### src/rtl/scan_skip_decimator.sv
module scan_skip_decimator #(
  parameter int DATA_W = 16,
  parameter int LEN_W  = 6,
  parameter int SKIP_W = 6
) (
  input  logic              clk,
  input  logic              rst_n,
  input  logic              start,
  input  logic [LEN_W-1:0]  cfg_scan_len,
  input  logic [SKIP_W-1:0] cfg_skip,
  input  logic              in_valid,
  input  logic [DATA_W-1:0] in_data,
  output logic              in_ready,
  output logic              out_valid,
  output logic [DATA_W-1:0] out_data,
  input  logic              out_ready
);
  localparam int CNT_W = LEN_W + SKIP_W + 1;

  logic [CNT_W-1:0] scan_q, chunk_q, pos_q;

  wire [CNT_W-1:0] scan_eff  = (cfg_scan_len == '0) ? CNT_W'(1) : CNT_W'(cfg_scan_len);
  wire [CNT_W-1:0] chunk_new = scan_eff * (CNT_W'(cfg_skip) + CNT_W'(1));

  wire keep = pos_q < scan_q;
  wire wrap = pos_q == chunk_q - CNT_W'(1);

  assign in_ready  = !start && (keep ? out_ready : 1'b1);
  assign out_valid = !start && in_valid && keep;
  assign out_data  = in_data;

  always_ff @(posedge clk) begin
    if (!rst_n) begin
      scan_q  <= CNT_W'(1);
      chunk_q <= CNT_W'(1);
      pos_q   <= '0;
    end else if (start) begin
      scan_q  <= scan_eff;
      chunk_q <= chunk_new;
      pos_q   <= '0;
    end else if (in_valid && in_ready) begin
      pos_q <= wrap ? '0 : pos_q + CNT_W'(1);
    end
  end
endmodule

### config.mk
export PLATFORM = sky130hd
export DESIGN_NAME = scan_skip_decimator
export DESIGN_NICKNAME = d
export VERILOG_FILES = /design/src/rtl/scan_skip_decimator.sv
export SDC_FILE = /design/constraint.sdc
export NUM_CORES = 1
export LEC_CHECK = 0
export ABC_AREA = 1
export BUFFER_PORTS_ARGS = -buffer_cell sky130_fd_sc_hd__buf_2
export CAP_MARGIN = 20
export CORE_MARGIN = 2
export CORE_UTILIZATION = 43
export DETAILED_ROUTE_END_ITERATION = 6
export GPL_TIMING_DRIVEN = 0
export SYNTH_ARGS = -nofsm -noshare
export SYNTH_HDL_FRONTEND = slang
export SYNTH_SLANG_ARGS = --single-unit
### constraint.sdc
create_clock -name clk -period 4.2 [get_ports clk]
set_input_delay 0.21 -clock clk [delete_from_list [all_inputs] [get_ports clk]]
set_output_delay 0.21 -clock clk [all_outputs]
set_load 0.005 [all_outputs]
## Word level (Yosys, flattened, before mapping)

Index checks and enable logic that the tools add are counted.

- Equality and inequality tests: 1
- Add/subtract/negate cells: 3
- Bitwise operators: 1
- Muxes and demuxes: 3
- Reductions and logical operators: 7
- Div/mod/pow operators: 0
- Order comparisons: 1
- $mul: 1
- Shift-type cells: 0

Operator list:

| operator | number |
|---|---|
| adder 13 x 1 -> 13 bit, second input constant | 1 |
| equality test 13 bit | 1 |
| < comparator 13 bit | 1 |
| multiplier 6 x 7 -> 13 bit | 1 |
| 2-to-1 mux 13 bit | 1 |
| subtractor 13 x 1 -> 13 bit, second input constant | 1 |
| adder 6 x 1 -> 7 bit, second input constant | 1 |
| logical NOT 6 bit | 1 |
| 2-to-1 mux 6 bit | 1 |
| logical AND 1 bit | 4 |
| OR reduction 2 bit | 1 |
| logical NOT 1 bit | 1 |
| 2-to-1 mux 1 bit | 1 |
| inverter 1 bit | 1 |

- Register bits after elaboration: 39
- Memory bits (writable): 0
- Logic and storage cells: 20
- Latch bits: 0
- Memories kept: 0
- Memory bits (read-only): 0
- Output and inout port bits: 18

## Longest topological paths before layout

- Depth after elaboration: 4
- Gate-level depth with buffers: 23
- Depth with buffers taken out: 23

## Least setup slack after synthesis

No wires, ideal clock.

- Kind: input port to flip-flop
- Start: input port cfg_skip[0]
- End: register chunk_q[11]
- Setup slack: 0.545 ns
- Setup time: 0.116 ns
- Arrival: 3.539 ns
- Stages: 19
- Data required time: 4.084 ns
- Cells stage by stage: nand3_1 > nor3b_1 > xor2_1 > nor2_1 > fa_1 > inv_1 > fa_1 > fa_1 > inv_1 > ha_1 > inv_1 > nor2_1 > o21ai_0 > nand2_1 > inv_1 > o21ai_0 > xor2_1 > o21ai_0 > inv_1

- Cells in the longest elaborated chain, start to end: 2

RTL lines:

| element | RTL line | RTL |
|---|---|---|
| start: declaration | 10 | `input logic [SKIP_W-1:0] cfg_skip,` |
| adder 6 x 1 -> 7 bit | 23 | `wire [CNT_W-1:0] chunk_new = scan_eff * (CNT_W'(cfg_skip) + CNT_W'(1));` |
| multiplier 6 x 7 -> 13 bit | 23 |  |
| end signal: assignment | 39 | `chunk_q <= chunk_new;` |
| end: declaration | 20 | `logic [CNT_W-1:0] scan_q, chunk_q, pos_q;` |

Every way passes these cells.
A chain may end at the register's enable or synchronous reset.

## Worst setup path after layout

Same ends and word-level chain as after synthesis.

==> impl_metrics.yaml <==
run_status:
  outcome: "finished clean"
drt:
  vias_per_cell: 4.68
  routed-via-count: 3236
  wl_um: 8010
  route.detailed.drc: 0
  first_pass_iters: 4
  drtAntennaViolNets: 0
  detail_route.wl_per_cell_um: 11.6
  drt_iter0_markers: 108
global_routing:
  grt_max_degree: 11
  met2_usage_pct: 37.9
  busiest_layer: "met2"
  grt_use_total_pct: 19.8
  antenna_found_initial: 0
  grt_use_met1_pct: 23.6
  grt_overflow: 0
  grt_pass1_wl_um: 14100
  grt_pass1_vias: 3271
  use_met3_pct: 2.00
floorplanning:
  rows: 33
  die_h_um: 94.5
  start_util_pct: 43.5
  ioPinCount: 51
  coreArea_sq_mm: 0.00809
  die_w_um: 94.5
  die_area_sq_mm: 0.00893
setup_path:
  arrival_ns: 4.02
  r2r_cells: 12
  startpoint_type: "input port"
  required_ns: 4.38
  critPathMaxFanout: 6
  crit_path_end_kind: "flip-flop"
  path_class: "input port to flip-flop"
logic_synthesis:
  synth_edf_count: 0
  syn_nets: 628
  ys_ff_latch: 32
  yosysWarningCount: 0
  syn-cell-area_sq_mm: 0.00352
  synth_cells: 545
  synth_area_per_cell_sq_um: 6.46
  yosysUniqueCellTypes: 34
  ys_seq_area_share_pct: 18.2
  ys.flop_type: "dfxtp_1"
  async_reset_ff_share_pct: 0
cts:
  numCtsBuffers: 5
  cts_sinks: 32
  root_buffer: "clkbuf_8"
  clock_latency_ns: 0.29
  htree_levels: 2
  cts_tree: "yes"
  path_clk_slew_ns: 0.07
  clockBufferDepth: 2
  cts_resized: 0
final_layout:
  fill_cells: 883
  fin_nets: 669
  layout_common_cells: "inv_1 (121), nand2_1 (121), nor2_1 (77)"
  layout-drive-gt1-share_pct: 11.6
  instances_no_fill: 692
  area_growth_pct: 12.3
  multi_input_area_sq_mm: 0.00227
  num_antenna_cells: 0
  seqCellArea_sq_um: 641
placed_design:
  gp_congestion: 0.915
  dp_hpwl_um: 6770
  portBuffers: 32
  dp.cells: 682
pwr:
  power_leakage_nw: 2.12
  p_total_mw: 1.29
  ir_drop_mv: 0.131
  powerDensity_mw_per_mm2: 327
sta:
  fin_crit_sh_pct: 91.3
  worst-slew-pin-transition_ns: 0.452
  fmaxAchievable_mhz: 261
  period_needed_ns: 3.84
  grt_setup_unrepaired: "false"
  finalSetupViolCount: 0
  slew_headroom_pct: 69.8
  slew_violations: 0
  report.final.hold_viol_count: 0
  hold_slack_ns: 0.207
  finalClockSkew_ns: 0.00552
run:
  cap_viol_max_count: 0
worst_hold_path:
  hold_class: "input port to flip-flop"
  holdPathStages: 2
[worst max-delay path: stages]
cell and delay [ns]:
buf_2 0.14, nand3_1 0.13, nor3b_1 0.26, xor2_1 0.28
buf_4 0.17, nor2_1 0.05, fa_1 0.48, fa_1 0.49
inv_1 0.05, fa_1 0.53, inv_1 0.04, ha_1 0.34
o21ai_0 0.11, nand2_1 0.13, inv_1 0.08, o21ai_0 0.21
xor2_1 0.11, o21ai_0 0.16, inv_1 0.05
[worst paths after layout]
kind                            slack (ns)          end   startpoint
worst min-delay path                  0.21    scan_q[0]        rst_n
worst max register to register        2.14     pos_q[1]     pos_q[4]
worst max-delay path                  0.36  chunk_q[11]  cfg_skip[0]
worst min register to register        0.50    scan_q[3]    scan_q[3]
[cells by family (layout without fill, tap and decap cells)]
family / count (synthesis) / in the layout / share of synthesized area [%]
buffers and inverters: 144 / 186 / 17.3
DFF: 32 / 32 / 18.2
xor gates and xnor gates: 18 / 18 / 4.47
AOI/OAI and AO/OA: 48 / 48 / 7.92
and+or+nand+nor: 253 / 253 / 29.9
adders and majority gates: 50 / 50 / 22.2
[repair_timing]
item	4_1_cts	5_1_grt
hold buffers	0	0
setup endpoints to repair	0	2
setup buffers	0	2
[synthesized netlist by cell type (3+ instances only)]
master    number  area, sq um
clkbuf_1       3         11.3
nor3_1         4         20.0
nand4_1        4         25.0
nand2_1      121          454
dfxtp_1       32          641
nand3_1       35          175
xor2_1        16          140
o21ai_0       18         90.1
o21bai_1       3         22.5
ha_1          29          363
inv_1        121          454
a21oi_1       12         60.1
fa_1          21          420
buf_4         16          120
o22ai_1        8         50.1
nor2_1        77          289
[sequential cells by signal, summed over array words and instances, names as in the netlist]
name and flops:
chunk_q 13, pos_q 13, scan_q 6
[final cells by class]
type / instances / area share (%)
Buffer: 22 / 3.86
Clock buffer: 7 / 2.44
Clock inverter: 1 / 0.759
Inverter: 122 / 11.6
Multi-Input combinational cell: 369 / 57.4
Sequential cell: 32 / 16.2
Tap cell: 105 / 3.32
Timing Repair Buffer: 34 / 4.43
[through the flow]
step / util (%) / setup WS, ns / area (sq um) / TNS [ns]
after floorplan: - / 0.545 / 3520 / 0
after global placement: 47.1 / -0.0249 / 3810 / -0.0249
after detailed placement: 47.1 / -0.105 / 3810 / -0.105
after CTS: 48.7 / 0.212 / 3940 / 0
after global routing: 48.9 / 0.0114 / 3960 / 0
final: 48.9 / 0.365 / 3960 / 0
[where the power goes]
| part | internal (mW) | switching [mW] | leakage [nW] |
|---|---|---|---|
| registers | 0.332 | 0.0288 | 0.262 |
| clock network | 0.209 | 0.123 | 0.0645 |
| logic | 0.234 | 0.367 | 1.79 |
[per-layer routing]
layer / routed length (um) / up-vias / part of all wire, %
met5: 0 / - / 0
met4: 64 / 0 / 0.80
met3: 212 / 6 / 2.6
met2: 4180 / 43 / 52
met1: 3560 / 1460 / 44
li1: - / 1727 / -
No activity file was read; power rests on OpenSTA's default activity.
